==> src/rtl/i2s_tx_pkg.sv <==
package i2s_tx_pkg;

  // Channel carried by a stream beat or a serial slot.
  typedef enum logic {
    SLOT_LEFT  = 1'b0,
    SLOT_RIGHT = 1'b1
  } chan_e;

endpackage

==> src/rtl/i2s_tx_clkgen.sv <==
// Master-clock divider chain: bit-clock phase counter and frame slot counter.
module i2s_tx_clkgen #(
  parameter int MCLK_PER_SCK = 4,
  parameter int SCK_PER_WS   = 64
) (
  input  logic                          clk,
  input  logic                          rst_n,
  output logic                          tick,
  output logic                          sck_int,
  output logic                          ws_int,
  output logic [$clog2(SCK_PER_WS)-1:0] slot
);

  localparam int DIV_W  = $clog2(MCLK_PER_SCK);
  localparam int SLOT_W = $clog2(SCK_PER_WS);
  localparam logic [DIV_W-1:0]  DIV_LAST  = DIV_W'(MCLK_PER_SCK - 1);
  localparam logic [DIV_W-1:0]  DIV_HALF  = DIV_W'(MCLK_PER_SCK / 2);
  localparam logic [SLOT_W-1:0] SLOT_LAST = SLOT_W'(SCK_PER_WS - 1);
  localparam logic [SLOT_W-1:0] SLOT_HALF = SLOT_W'(SCK_PER_WS / 2);

  logic [DIV_W-1:0]  div_q, div_d;
  logic [SLOT_W-1:0] slot_q, slot_d;

  // tick marks the last master cycle of a bit period; the next edge is a falling sck
  always_comb begin
    tick   = (div_q == DIV_LAST);
    div_d  = tick ? '0 : div_q + 1'b1;
    slot_d = slot_q;
    if (tick) begin
      slot_d = (slot_q == SLOT_LAST) ? '0 : slot_q + 1'b1;
    end
  end

  always_ff @(posedge clk or negedge rst_n) begin
    if (!rst_n) begin
      div_q  <= '0;
      slot_q <= '0;
    end else begin
      div_q <= div_d;
      if (tick) begin
        slot_q <= slot_d;
      end
    end
  end

  assign sck_int = (div_q >= DIV_HALF);
  assign ws_int  = (slot_q >= SLOT_HALF);
  assign slot    = slot_q;

  // Word select may only move on the edge that closes a bit period.
  assert_ws_moves_on_tick_R2: assert property (
    @(posedge clk) disable iff (!rst_n)
    !$stable(ws_int) |-> $past(tick)
  );

endmodule

==> src/rtl/i2s_tx_pairbuf.sv <==
// Stream intake: tag filter, left capture, single stereo pair holding register.
module i2s_tx_pairbuf
  import i2s_tx_pkg::*;
#(
  parameter int SAMPLE_W = 24,
  parameter int TID_W    = 4
) (
  input  logic                clk,
  input  logic                rst_n,
  input  logic                s_tvalid,
  output logic                s_tready,
  input  logic [SAMPLE_W-1:0] s_tdata,
  input  logic                s_tlast,
  input  logic [TID_W-1:0]    s_tid,
  input  logic [TID_W-1:0]    listen_id,
  input  logic                take,
  output logic                pair_valid,
  output logic [SAMPLE_W-1:0] pair_l,
  output logic [SAMPLE_W-1:0] pair_r
);

  logic                full_q, full_d;
  logic [SAMPLE_W-1:0] left_q;
  logic [SAMPLE_W-1:0] pair_l_q;
  logic [SAMPLE_W-1:0] pair_r_q;
  logic                accept;
  logic                hit;
  chan_e               kind;
  logic                left_en;
  logic                pair_en;

  assign s_tready = ~full_q & rst_n;

  always_comb begin
    accept  = s_tvalid & s_tready;
    hit     = accept && (s_tid == listen_id);
    kind    = s_tlast ? SLOT_RIGHT : SLOT_LEFT;
    left_en = hit && (kind == SLOT_LEFT);
    pair_en = hit && (kind == SLOT_RIGHT);
    full_d  = full_q;
    if (take) begin
      full_d = 1'b0;
    end
    if (pair_en) begin
      full_d = 1'b1;
    end
  end

  always_ff @(posedge clk or negedge rst_n) begin
    if (!rst_n) begin
      full_q   <= 1'b0;
      left_q   <= '0;
      pair_l_q <= '0;
      pair_r_q <= '0;
    end else begin
      full_q <= full_d;
      if (left_en) begin
        left_q <= s_tdata;
      end
      if (pair_en) begin
        pair_l_q <= left_q;
        pair_r_q <= s_tdata;
      end
    end
  end

  assign pair_valid = full_q;
  assign pair_l     = pair_l_q;
  assign pair_r     = pair_r_q;

  // A waiting pair is neither lost nor altered until the frame logic takes it.
  assert_pair_held_R5: assert property (
    @(posedge clk) disable iff (!rst_n)
    (full_q && !take) |=> (full_q && $stable(pair_l_q) && $stable(pair_r_q))
  );

endmodule

==> src/rtl/i2s_tx_serializer.sv <==
// Transmit frame register and slot-to-bit selection.
module i2s_tx_serializer
  import i2s_tx_pkg::*;
#(
  parameter int SAMPLE_W   = 24,
  parameter int SCK_PER_WS = 64
) (
  input  logic                          clk,
  input  logic                          rst_n,
  input  logic                          tick,
  input  logic [$clog2(SCK_PER_WS)-1:0] slot,
  input  logic                          pair_valid,
  input  logic [SAMPLE_W-1:0]           pair_l,
  input  logic [SAMPLE_W-1:0]           pair_r,
  output logic                          take,
  output logic                          sd_int,
  output logic                          underrun
);

  localparam int SLOT_W = $clog2(SCK_PER_WS);
  localparam logic [SLOT_W-1:0] SLOT_LAST = SLOT_W'(SCK_PER_WS - 1);
  localparam logic [SLOT_W-1:0] SLOT_HALF = SLOT_W'(SCK_PER_WS / 2);

  logic                load;
  logic [SAMPLE_W-1:0] frame_l_q, frame_l_d;
  logic [SAMPLE_W-1:0] frame_r_q, frame_r_d;
  logic                under_q, under_d;
  logic [SLOT_W-1:0]   pos;
  logic [SLOT_W-1:0]   bit_ix;
  chan_e               ch;
  logic [SAMPLE_W-1:0] word;
  logic [SAMPLE_W-1:0] shifted;

  // Frame boundary: the edge closing slot 0, after the previous frame's last bit.
  always_comb begin
    load      = tick && (slot == '0);
    frame_l_d = pair_valid ? pair_l : '0;
    frame_r_d = pair_valid ? pair_r : '0;
    under_d   = under_q | ~pair_valid;
  end

  // Slot n carries data position n-1; position past the sample width shifts to 0.
  always_comb begin
    pos     = (slot == '0) ? SLOT_LAST : slot - 1'b1;
    ch      = (pos >= SLOT_HALF) ? SLOT_RIGHT : SLOT_LEFT;
    bit_ix  = (ch == SLOT_RIGHT) ? pos - SLOT_HALF : pos;
    word    = (ch == SLOT_RIGHT) ? frame_r_q : frame_l_q;
    shifted = word << bit_ix;
    sd_int  = shifted[SAMPLE_W-1];
  end

  always_ff @(posedge clk or negedge rst_n) begin
    if (!rst_n) begin
      frame_l_q <= '0;
      frame_r_q <= '0;
      under_q   <= 1'b0;
    end else if (load) begin
      frame_l_q <= frame_l_d;
      frame_r_q <= frame_r_d;
      under_q   <= under_d;
    end
  end

  assign take     = load;
  assign underrun = under_q;

  assert_underrun_sticky_R9: assert property (
    @(posedge clk) disable iff (!rst_n)
    under_q |=> under_q
  );

  // Frame contents move only at the boundary edge.
  assert_frame_at_boundary_R8: assert property (
    @(posedge clk) disable iff (!rst_n)
    (!$stable(frame_l_q) || !$stable(frame_r_q)) |-> $past(load)
  );

endmodule

==> src/rtl/i2s_tx.sv <==
// I2S transmitter top: reset synchronizer, clock divider, intake, serializer, pin retiming.
module i2s_tx #(
  parameter int SAMPLE_W     = 24,
  parameter int TID_W        = 4,
  parameter int MCLK_PER_SCK = 4,
  parameter int SCK_PER_WS   = 64
) (
  input  logic                clk_m,
  input  logic                rst_n,
  input  logic [TID_W-1:0]    listen_id,
  input  logic                s_tvalid,
  output logic                s_tready,
  input  logic [SAMPLE_W-1:0] s_tdata,
  input  logic                s_tlast,
  input  logic [TID_W-1:0]    s_tid,
  output logic                i2s_sck,
  output logic                i2s_ws,
  output logic                i2s_sd,
  output logic                underrun
);

  localparam int SLOT_W = $clog2(SCK_PER_WS);

  logic              rst_s1, rst_int;
  logic              tick, sck_int, ws_int, sd_int;
  logic [SLOT_W-1:0] slot;
  logic              take, pair_valid;
  logic [SAMPLE_W-1:0] pair_l, pair_r;
  logic              sck_q, ws_q, sd_q;

  // Asynchronous assertion, synchronous two-stage release.
  always_ff @(posedge clk_m or negedge rst_n) begin
    if (!rst_n) begin
      rst_s1  <= 1'b0;
      rst_int <= 1'b0;
    end else begin
      rst_s1  <= 1'b1;
      rst_int <= rst_s1;
    end
  end

  i2s_tx_clkgen #(
    .MCLK_PER_SCK (MCLK_PER_SCK),
    .SCK_PER_WS   (SCK_PER_WS)
  ) u_clkgen (
    .clk     (clk_m),
    .rst_n   (rst_int),
    .tick    (tick),
    .sck_int (sck_int),
    .ws_int  (ws_int),
    .slot    (slot)
  );

  i2s_tx_pairbuf #(
    .SAMPLE_W (SAMPLE_W),
    .TID_W    (TID_W)
  ) u_pairbuf (
    .clk        (clk_m),
    .rst_n      (rst_int),
    .s_tvalid   (s_tvalid),
    .s_tready   (s_tready),
    .s_tdata    (s_tdata),
    .s_tlast    (s_tlast),
    .s_tid      (s_tid),
    .listen_id  (listen_id),
    .take       (take),
    .pair_valid (pair_valid),
    .pair_l     (pair_l),
    .pair_r     (pair_r)
  );

  i2s_tx_serializer #(
    .SAMPLE_W   (SAMPLE_W),
    .SCK_PER_WS (SCK_PER_WS)
  ) u_ser (
    .clk        (clk_m),
    .rst_n      (rst_int),
    .tick       (tick),
    .slot       (slot),
    .pair_valid (pair_valid),
    .pair_l     (pair_l),
    .pair_r     (pair_r),
    .take       (take),
    .sd_int     (sd_int),
    .underrun   (underrun)
  );

  // One master cycle of retiming on every pin keeps the three aligned with each other.
  always_ff @(posedge clk_m or negedge rst_int) begin
    if (!rst_int) begin
      sck_q <= 1'b0;
      ws_q  <= 1'b0;
      sd_q  <= 1'b0;
    end else begin
      sck_q <= sck_int;
      ws_q  <= ws_int;
      sd_q  <= sd_int;
    end
  end

  assign i2s_sck = sck_q;
  assign i2s_ws  = ws_q;
  assign i2s_sd  = sd_q;

  assert_ws_on_sck_fall_R2: assert property (
    @(posedge clk_m) disable iff (!rst_int)
    !$stable(i2s_ws) |-> $fell(i2s_sck)
  );

  assert_sd_on_sck_fall_R3: assert property (
    @(posedge clk_m) disable iff (!rst_int)
    !$stable(i2s_sd) |-> $fell(i2s_sck)
  );

endmodule

==> config.mk <==
export PLATFORM = sky130hd
export DESIGN_NAME = i2s_tx
export DESIGN_NICKNAME = d
export VERILOG_FILES = /design/src/rtl/i2s_tx_pkg.sv /design/src/rtl/i2s_tx_clkgen.sv /design/src/rtl/i2s_tx_pairbuf.sv /design/src/rtl/i2s_tx_serializer.sv /design/src/rtl/i2s_tx.sv
export SDC_FILE = /design/constraint.sdc
export NUM_CORES = 1
export LEC_CHECK = 0
export BUFFER_PORTS_ARGS = -buffer_cell sky130_fd_sc_hd__buf_4
export CELL_PAD_IN_SITES_DETAIL_PLACEMENT = 1
export CELL_PAD_IN_SITES_GLOBAL_PLACEMENT = 2
export CORE_UTILIZATION = 40
export CTS_CLUSTER_SIZE = 20
export DETAILED_ROUTE_END_ITERATION = 10
export PLACE_DENSITY_LB_ADDON = 0.1
export SYNTH_ARGS = -nofsm -noshare
export SYNTH_HDL_FRONTEND = slang
export SYNTH_SLANG_ARGS = --single-unit
==> constraint.sdc <==
create_clock -name clk_m -period 4.65 [get_ports clk_m]
set_input_delay 0.465 -clock clk_m [delete_from_list [all_inputs] [get_ports clk_m]]
set_output_delay 0.465 -clock clk_m [all_outputs]
set_load 0.005 [all_outputs]
==> impl_metrics.json, run 1 <==
{
  "outcome": "completed",
  "finClkSkew_ps": 7.60,
  "syn_nets": 597,
  "synth_top_cell_by_area": "dfrtp_1",
  "fill_cells": 1593,
  "synthArstFlopShare_pct": 100,
  "dr_total_vias": 4218,
  "pwr_density_cell_nw_per_um2": 405,
  "fin_crit_ps": 3080,
  "antenna_found_initial": 0,
  "cts_setup_buffers": 0,
  "reg2reg_slack_ps": 1570,
  "wl_per_cell_um": 17.5,
  "start_util_pct": 40.8,
  "routed_wirelength_um": 13700,
  "synth-seq-area-share_pct": 54.7,
  "h-tree-depth": 4,
  "critPathBufInv": 1,
  "grt_pass1_wl_um": 23500,
  "max-cap-violations": 0,
  "multi_input_area_um2": 2590,
  "leakage_uw": 0.00325,
  "cts_buffers": 17,
  "path_max_fanout": 16,
  "cp_top_family": "multiplexers",
  "cts.clk_slew.worst_paths_ps": 60,
  "cts_max_path_buffers": 2,
  "slowest_stage": "dfrtp_1",
  "synth_top_area_share_pct": 54.7,
  "cts-root-buf": "clkbuf_16",
  "grt_pass1_vias": 4495,
  "drive_gt1_share_pct": 29.5,
  "slew_headroom_pct": 36.6,
  "timing.hold.ws_ps": 220,
  "ys_types": 66,
  "worstPathRequired_ps": 4940,
  "cts_tree": "done",
  "yosys_most_used_dff": "dfrtp_1",
  "end_kind": "flop",
  "fp.dieH_um": 126,
  "startpoint": "u_clkgen.slot[0]",
  "final_cell_mix": "134 x dfrtp_1, 110 x nand2_1, 74 x mux2_2",
  "insertion_delay_ps": 420,
  "hold_viol": 0,
  "ys_ff_latch": 135,
  "area_growth_pct": 17.0,
  "cp.arrival_ps": 3370,
  "cts_hold_buf": 1,
  "drv_slew": 0,
  "drt_iter0_drc": 175,
  "tns_ps": 0,
  "max_freq_mhz": 324,
  "tightest_slew_ps": 951,
  "finalSetupViolations": 0,
  "r2r_start": "u_clkgen.slot[0]",
  "cpPeakStageDelay_ps": 670,
  "rsz0062_at_grt": "no",
  "numClockSinks": 135,
  "portBuffers": 40,
  "vias_per_cell": 5.39,
  "pin_count": 41,
  "grt_use_total_pct": 19.0,
  "dr.pass1.iters": 4,
  "hold_path.class": "reg -> async",
  "num_rows": 45,
  "path_cells": "inv_1 -> ha_1 -> o21bai_2 -> nand3_1 -> and2_1 -> mux4_2 -> mux2_2 -> o221ai_1 -> o211ai_2",
  "grt_max_degree": 78,
  "fin_crit_sh_pct": 66.3,
  "hpwlAfterDp_um": 9130,
  "core_um2": 15100,
  "synthTopCellsByArea": "dfrtp_1 55%, mux2_2 14%, nand2_1 6.8%, o21ai_0 4.6%, clkbuf_1 1.9%",
  "setup.worst_path.class": "reg -> reg",
  "syn_area_per_cell_um2": 11.1,
  "syn-cell-area_um2": 6170,
  "critPathLaunchType": "flop",
  "ant_nets": 0,
  "syn_inst": 556,
  "final_util_pct": 47.7,
  "grt_overflow_total": 0,
  "final_common_cell": "dfrtp_1",
  "synth_edf_count": 0,
  "gp_congestion": 0.890,
  "num_antenna_cells": 0,
  "die_w_um": 126,
  "cts-resized-gates": 0,
  "vdd_drop_max_mv": 0.259,
  "regArea_um2": 3380,
  "die-area_um2": 15900,
  "yosysWarningCount": 0,
  "fin_nets": 624,
  "drcViolationCount": 0
}
==> through the flow <==
stage	std cells	total power, uW	worst slack (ps)	cell area [um^2]
after floorplan	556	1480	945	6170
after global placement	751	1540	1690	6610
after detailed placement	751	1560	1550	6610
after CTS	782	2970	1520	7220
after global routing	782	3040	1330	7220
final	782	2920	1570	7220
==> final timing paths <==
check | cells past startpoint | endpoint
setup / recovery | 9 | i2s_sd
hold / removal | 0 | u_pairbuf.left_q[3]
setup reg to reg | 9 | i2s_sd
hold reg to reg | 0 | u_pairbuf.left_q[3]
max in group asynchronous | 1 | u_ser.frame_r_q[17]
min in group clk_m | 2 | u_pairbuf.left_q[20]
==> Yosys cell counts (3+ instances only) <==
library cell / number
or3_1: 3
inv_1: 5
nand3_1: 7
mux2_2: 74
nor4_1: 3
o22ai_1: 4
nor2_1: 16
o21ai_0: 57
a21oi_1: 7
xor2_1: 5
xnor2_1: 3
buf_4: 3
mux2i_1: 5
nor2b_1: 4
a221oi_1: 4
ha_1: 5
nand2_1: 112
clkbuf_1: 32
mux4_2: 5
buf_2: 3
and2_1: 3
dfrtp_1: 135
a211oi_1: 4
o221ai_1: 4
==> per-layer routing <==
| layer | GRT usage [%] | share of wire [%] | up-vias |
|---|---|---|---|
| li1 | - | - | 2017 |
| met1 | 26.3 | 49 | 2132 |
| met2 | 29.6 | 47 | 60 |
| met3 | 4.25 | 2.7 | 9 |
| met4 | 6.59 | 1.0 | 0 |
| met5 | 0 | 0 | - |
==> state kept, by name, summed over array words and instances (netlist names), 2 cells and up <==
name / flops
u_ser.frame_r_q: 24
u_pairbuf.pair_l: 24
u_clkgen.slot: 6
u_ser.frame_l_q: 24
u_clkgen.div_q: 2
u_pairbuf.left_q: 24
u_pairbuf.pair_r: 24
==> kinds of logic (layout without fill, tap and decap cells) <==
logic type	Yosys count	count (layout)	share of synthesized area [%]
AOI/OAI and AO/OA	114	114	12.2
adders and majority gates	5	5	1.01
muxes	84	84	16.1
other	1	1	0.0608
DFF	135	135	54.7
buffers and inverters	47	85	3.34
xor gates and xnor gates	8	8	1.14
and+or+nand+nor	162	162	11.4
==> power by group <==
group | internal, uW | switching, uW | leakage, uW
clock | 892 | 499 | 0.000296
sequential | 1270 | 53.1 | 0.00183
combinational | 106 | 99.8 | 0.00113
==> worst register-to-register path: stages, from the launching register on <==
cell	delay, ps
dfrtp_1	670
inv_1	220
ha_1	280
o21bai_2	240
nand3_1	140
and2_1	310
mux4_2	540
mux2_2	260
o221ai_1	200
o211ai_2	100
==> layout make-up <==
class | instances | area share (%)
Sequential cell | 135 | 46.8
Tap cell | 188 | 3.26
Timing Repair Buffer | 49 | 5.30
Multi-Input combinational cell | 374 | 35.9
Clock inverter | 12 | 2.46
Clock buffer | 18 | 5.94
Inverter | 6 | 0.312
No activity file was read; power rests on OpenSTA's default activity.
==> run 2, diff against run 1 <==
==> constraint.sdc (replaced) <==
create_clock -name clk_m -period 2.9 [get_ports clk_m]
set_input_delay 0.29 -clock clk_m [delete_from_list [all_inputs] [get_ports clk_m]]
set_output_delay 0.29 -clock clk_m [all_outputs]
set_load 0.005 [all_outputs]
==> impl_metrics.json, run 2 (same netlist as run 1, synthesis figures left out) <==
{
  "die_w_um": 126,
  "cts_max_path_buffers": 2,
  "hold_path.class": "in -> reg",
  "final_util_pct": 48.3,
  "die-area_um2": 15900,
  "finalSetupViolations": 0,
  "fin_crit_sh_pct": 91.1,
  "rsz0062_at_grt": "no",
  "fill_cells": 1615,
  "antenna_found_initial": 0,
  "hold_viol": 0,
  "drcViolationCount": 0,
  "multi_input_area_um2": 2600,
  "power_uw": 4620,
  "layout.cells.non_filler": 797,
  "grt_overflow_total": 0,
  "hpwlAfterDp_um": 9580,
  "cts-root-buf": "clkbuf_16",
  "start_util_pct": 40.8,
  "routed_wirelength_um": 14100,
  "wl_per_cell_um": 17.6,
  "h-tree-depth": 4,
  "pin_count": 41,
  "tightest_slew_ps": 998,
  "worst_slack_ps": 257,
  "cts.clk_slew.worst_paths_ps": 60,
  "max_freq_mhz": 378,
  "max-cap-violations": 0,
  "portBuffers": 40,
  "worstPathRequired_ps": 3190,
  "num_rows": 45,
  "grt_max_degree": 79,
  "final_cell_mix": "133 x dfrtp_1, 110 x nand2_1, 74 x mux2_2",
  "slew_headroom_pct": 33.5,
  "tns_ps": 0,
  "grt_use_total_pct": 19.6,
  "vdd_drop_max_mv": 0.384,
  "critPathLaunchType": "flop",
  "grt_pass1_vias": 4675,
  "drv_slew": 0,
  "numClockSinks": 135,
  "cts_tree": "done",
  "core_um2": 15100,
  "outcome": "completed",
  "fin_nets": 637,
  "leakage_uw": 0.00332,
  "final_common_cell": "dfrtp_1",
  "fin_crit_ps": 2640,
  "finClkSkew_ps": 14.4,
  "vias_per_cell": 5.35,
  "cts_setup_buffers": 0,
  "regArea_um2": 3380,
  "drt_iter0_drc": 223,
  "ant_nets": 0,
  "cp.arrival_ps": 2930,
  "numPlacedInstances": 764,
  "area_growth_pct": 18.6,
  "grt_pass1_wl_um": 24300,
  "gp_congestion": 0.812,
  "path_max_fanout": 8,
  "num_antenna_cells": 0,
  "pwr_density_cell_nw_per_um2": 631,
  "dr.pass1.iters": 4,
  "fp.dieH_um": 126,
  "cts_buffers": 17,
  "dr_total_vias": 4265,
  "end_kind": "flop",
  "setup.worst_path.class": "reg -> reg",
  "insertion_delay_ps": 420,
  "cts-resized-gates": 0,
  "pre_cts_slack_ps": 268,
  "drive_gt1_share_pct": 31.2
}
## run 2: cell types whose count changed in the layout (fill, tap and decap cells not counted), sizes merged
| cell | previous run | this run |
|---|---|---|
| clkinv | 6 | 5 |
| bufinv | 4 | 2 |
| clkbuf | 18 | 25 |
| inv | 7 | 5 |
| buf | 48 | 61 |
## run 2: cell type report
cell class              instances  area share, %
clock inverters                 7           1.25
multi-input cells             374           35.5
flip-flops and latches        135           46.2
repair buffers                 62           6.56
clock buffers                  25           6.90
inverters                       6          0.308
well taps                     188           3.21
## run 2: routing by layer
layer	wire (um)	GRT usage [%]	vias to the layer above
met5	0	0	-
met4	280	7.94	0
li1	-	-	2045
met3	350	4.04	18
met1	6920	26.8	2146
met2	6500	30.4	56
## run 2: what timing repair did
action                                  4_1_cts  5_1_grt
hold buffers                                  1        0
hold endpoints to repair                      2        0
endpoints found under the setup margin        0        0
## run 2: through the flow
step | hold WS [ps] | cell area (um^2)
finish | 115 | 7320
global route | 99.8 | 7320
CTS | 97.8 | 7320
detailed placement | 74.3 | 6710
global placement | 72.4 | 6710
floorplan | -5.59 | 6200
## run 2: worst max-delay path, cell delays in order, from the launching register on
cell,delay [ps]
dfrtp_1,480
inv_1,120
ha_1,230
o21bai_2,240
nand3_1,140
and2_1,200
buf_4,160
mux4_2,500
and2_0,170
o221ai_1,190
o211ai_2,100
## run 2: path summary, 6_finish.rpt
check                                  from              endpoint  slack (ps)  cells past startpoint
max                        u_clkgen.slot[1]                i2s_sd         260                     10
min                             s_tdata[17]  u_pairbuf.left_q[17]         120                      2
max reg2reg                u_clkgen.slot[1]                i2s_sd         260                     10
min reg2reg                          rst_s1               rst_int         360                      0
max in group asynchronous           rst_int      u_clkgen.slot[1]         920                      2
min in group asynchronous             rst_n                rst_s1         200                      2
## run 2: where the power goes
group / internal (uW) / switching (uW) / total (uW)
Clock: 1380 / 778 / 2160
Sequential: 2040 / 82.5 / 2130
Combinational: 172 / 166 / 338
==> run 3, diff against run 2 <==
--- a/config.mk
+++ b/config.mk
@@ -8,10 +8,12 @@
 export BUFFER_PORTS_ARGS = -buffer_cell sky130_fd_sc_hd__buf_4
 export CELL_PAD_IN_SITES_DETAIL_PLACEMENT = 1
 export CELL_PAD_IN_SITES_GLOBAL_PLACEMENT = 2
-export CORE_UTILIZATION = 40
+export CORE_ASPECT_RATIO = 0.9
+export CORE_UTILIZATION = 41
 export CTS_CLUSTER_SIZE = 20
 export DETAILED_ROUTE_END_ITERATION = 10
 export PLACE_DENSITY_LB_ADDON = 0.1
 export SYNTH_ARGS = -nofsm -noshare
 export SYNTH_HDL_FRONTEND = slang
+export SYNTH_HIERARCHICAL = 1
 export SYNTH_SLANG_ARGS = --single-unit
==> impl_metrics.json, run 3 <==
{
  "synth_xor_area_share_pct": 1.31,
  "num_antenna_cells": 0,
  "synthMuxAreaShare_pct": 15.5,
  "gp_congestion": 0.822,
  "start_util_pct": 42.7,
  "hpwlAfterDp_um": 8990,
  "fin_nets": 619,
  "drt_iter0_drc": 186,
  "timing.hold.ws_ps": 108,
  "area_growth_pct": 18.5,
  "switching_share_pct": 22.9,
  "grt_max_degree": 134,
  "synth_fa_ha_area_share_pct": 1.23,
  "pwr_density_cell_nw_per_um2": 649,
  "outcome": "completed",
  "numPlacedInstances": 750,
  "tns_ps": 0,
  "finalSetupViolations": 0,
  "grt_use_total_pct": 19.8,
  "synth-compound-area-share_pct": 10.4,
  "cts_max_path_buffers": 2,
  "leakage_uw": 0.00333,
  "synthTopCellsByArea": "dfrtp_1 55%, mux2_2 12%, nand2_1 7.1%, o21ai_0 5.1%, mux2_1 1.7%",
  "path_cells": "inv_1 -> ha_1 -> or4b_4 -> a21boi_2 -> nand2_1 -> a21oi_1 -> o21ai_0 -> o211ai_1 -> o221ai_2",
  "cts-root-buf": "clkbuf_16",
  "cpPeakStageDelay_ps": 550,
  "insertion_delay_ps": 420,
  "finClkSkew_ps": 10.7,
  "fill_cells": 1528,
  "cp.arrival_ps": 2730,
  "regArea_um2": 3380,
  "dr_total_vias": 4073,
  "end_kind": "flop",
  "cts-resized-gates": 0,
  "final_common_cell": "dfrtp_1",
  "grt_overflow_total": 0,
  "pwr-share-comb_pct": 7.9,
  "cts_setup_buffers": 0,
  "worstPathRequired_ps": 3190,
  "dr.pass1.iters": 4,
  "fp.dieH_um": 118,
  "internal-power_uw": 3610,
  "vias_per_cell": 5.20,
  "slew_headroom_pct": 50.5,
  "setup.worst_path.class": "reg -> reg",
  "synth-seq-area-share_pct": 55.4,
  "power.switching_uw": 1080,
  "clkPwrFrac_pct": 46.4,
  "num_rows": 41,
  "path_max_fanout": 9,
  "wl_per_cell_um": 17.5,
  "max-cap-violations": 0,
  "slowest_stage": "or4b_4",
  "final_cell_area_um2": 7220,
  "ant_nets": 0,
  "drcViolationCount": 0,
  "cp_top_family": "compound AO/OA/AOI/OAI gates",
  "pre_cts_slack_ps": 478,
  "drv_slew": 0,
  "synthArstFlopShare_pct": 100,
  "h-tree-depth": 4,
  "tightest_slew_ps": 742,
  "worst_slack_ps": 459,
  "portBuffers": 40,
  "syn_inst": 537,
  "syn_area_per_cell_um2": 11.3,
  "yosys_most_used_dff": "dfrtp_1",
  "final_cell_mix": "134 x dfrtp_1, 114 x nand2_1, 66 x mux2_2",
  "cts_hold_buf": 1,
  "synth_top_cell_by_area": "dfrtp_1",
  "yosysWarningCount": 6,
  "synth_top_family_by_area": "multiplexers",
  "fin_crit_ps": 2440,
  "pin_count": 41,
  "ys_types": 62,
  "drive_gt1_share_pct": 30.3,
  "hold_path.class": "in -> reg",
  "yosysMostFrequentCell": "dfrtp_1",
  "die_w_um": 131,
  "core_um2": 14300,
  "multi_input_area_um2": 2530,
  "numClockSinks": 135,
  "cts.clk_slew.worst_paths_ps": 60,
  "critPathLaunchType": "flop",
  "synth_simple_gate_area_share_pct": 12.2,
  "syn-cell-area_um2": 6090,
  "ys_top_cells_by_count": "135 x dfrtp_1, 115 x nand2_1, 66 x mux2_2",
  "dpl_cell_area_um2": 6610,
  "cts_tree": "done",
  "vdd_drop_max_mv": 0.404,
  "grt_pass1_wl_um": 23200,
  "critPathBufInv": 1,
  "p_seq_share_pct": 45.7,
  "max_freq_mhz": 410,
  "rsz0062_at_grt": "no",
  "die-area_um2": 15400,
  "hold_viol": 0,
  "layout.cells.non_filler": 783,
  "cts_buffers": 17,
  "routed_wirelength_um": 13700,
  "fin_crit_sh_pct": 84.2,
  "ys_ff_latch": 135,
  "syn_nets": 579,
  "antenna_found_initial": 0,
  "synth_top_area_share_pct": 55.4,
  "synth_edf_count": 0,
  "grt_pass1_vias": 4492
}
## run 3: cell count changes in the layout (fill, tap and decap cells not counted), sizes merged, moves of 6 or more
cell / change
nand2: +6
nor2: -7
inv: +10
nand3: -6
buf: -10
## run 3: layout make-up
type,instances,share of cell area [%]
flip-flops and latches,135,46.8
multi-input cells,358,35.1
clock buffers,20,6.19
repair buffers,52,5.79
well taps,193,3.34
clock inverters,12,2.10
inverters,13,0.676
## run 3: path summary, 6_finish.rpt
path,start,endpoint,slack (ps),cells after the start
worst min register to register,rst_s1,rst_int,360,0
worst max register to register,u_clkgen/slot[1],i2s_sd,460,9
min in group asynchronous,rst_n,rst_int,190,2
worst max-delay path,u_clkgen/slot[1],i2s_sd,460,9
worst min-delay path,s_tdata[5],u_pairbuf/left_q[5],110,2
max in group asynchronous,rst_int,u_ser/frame_r_q[20],1880,1
## run 3: routing by layer
layer / routed length, um / track usage [%] / vias up
met3: 390 / 5.50 / 19
met5: 0 / 0 / -
met1: 6550 / 26.7 / 2059
met4: 187 / 6.03 / 0
li1: - / - / 1938
met2: 6620 / 31.0 / 57
## run 3: cells by family after synthesis
| logic type | after synthesis |
|---|---|
| buf+inv | 44 |
| fa+ha+maj | 6 |
| xor+xnor | 7 |
| other cells | 1 |
| mux | 85 |
| flops | 135 |
| compound gates | 103 |
| simple gates | 156 |
## run 3: stage by stage
stage	utilization [%]	power (uW)
2_1_floorplan	-	2410
6_report	50.6	4690
4_1_cts	50.6	4770
5_1_grt	50.6	4890
3_3_place_gp	46.4	2520
3_5_place_dp	46.4	2560
## run 3: power by group through the flow
stage	clock network [uW]	registers, uW	logic (uW)
4_1_cts	2240	2150	381
6_report	2180	2140	368
3_5_place_dp	0	2180	379
3_3_place_gp	0	2160	359
2_1_floorplan	0	2170	238
5_1_grt	2310	2170	416
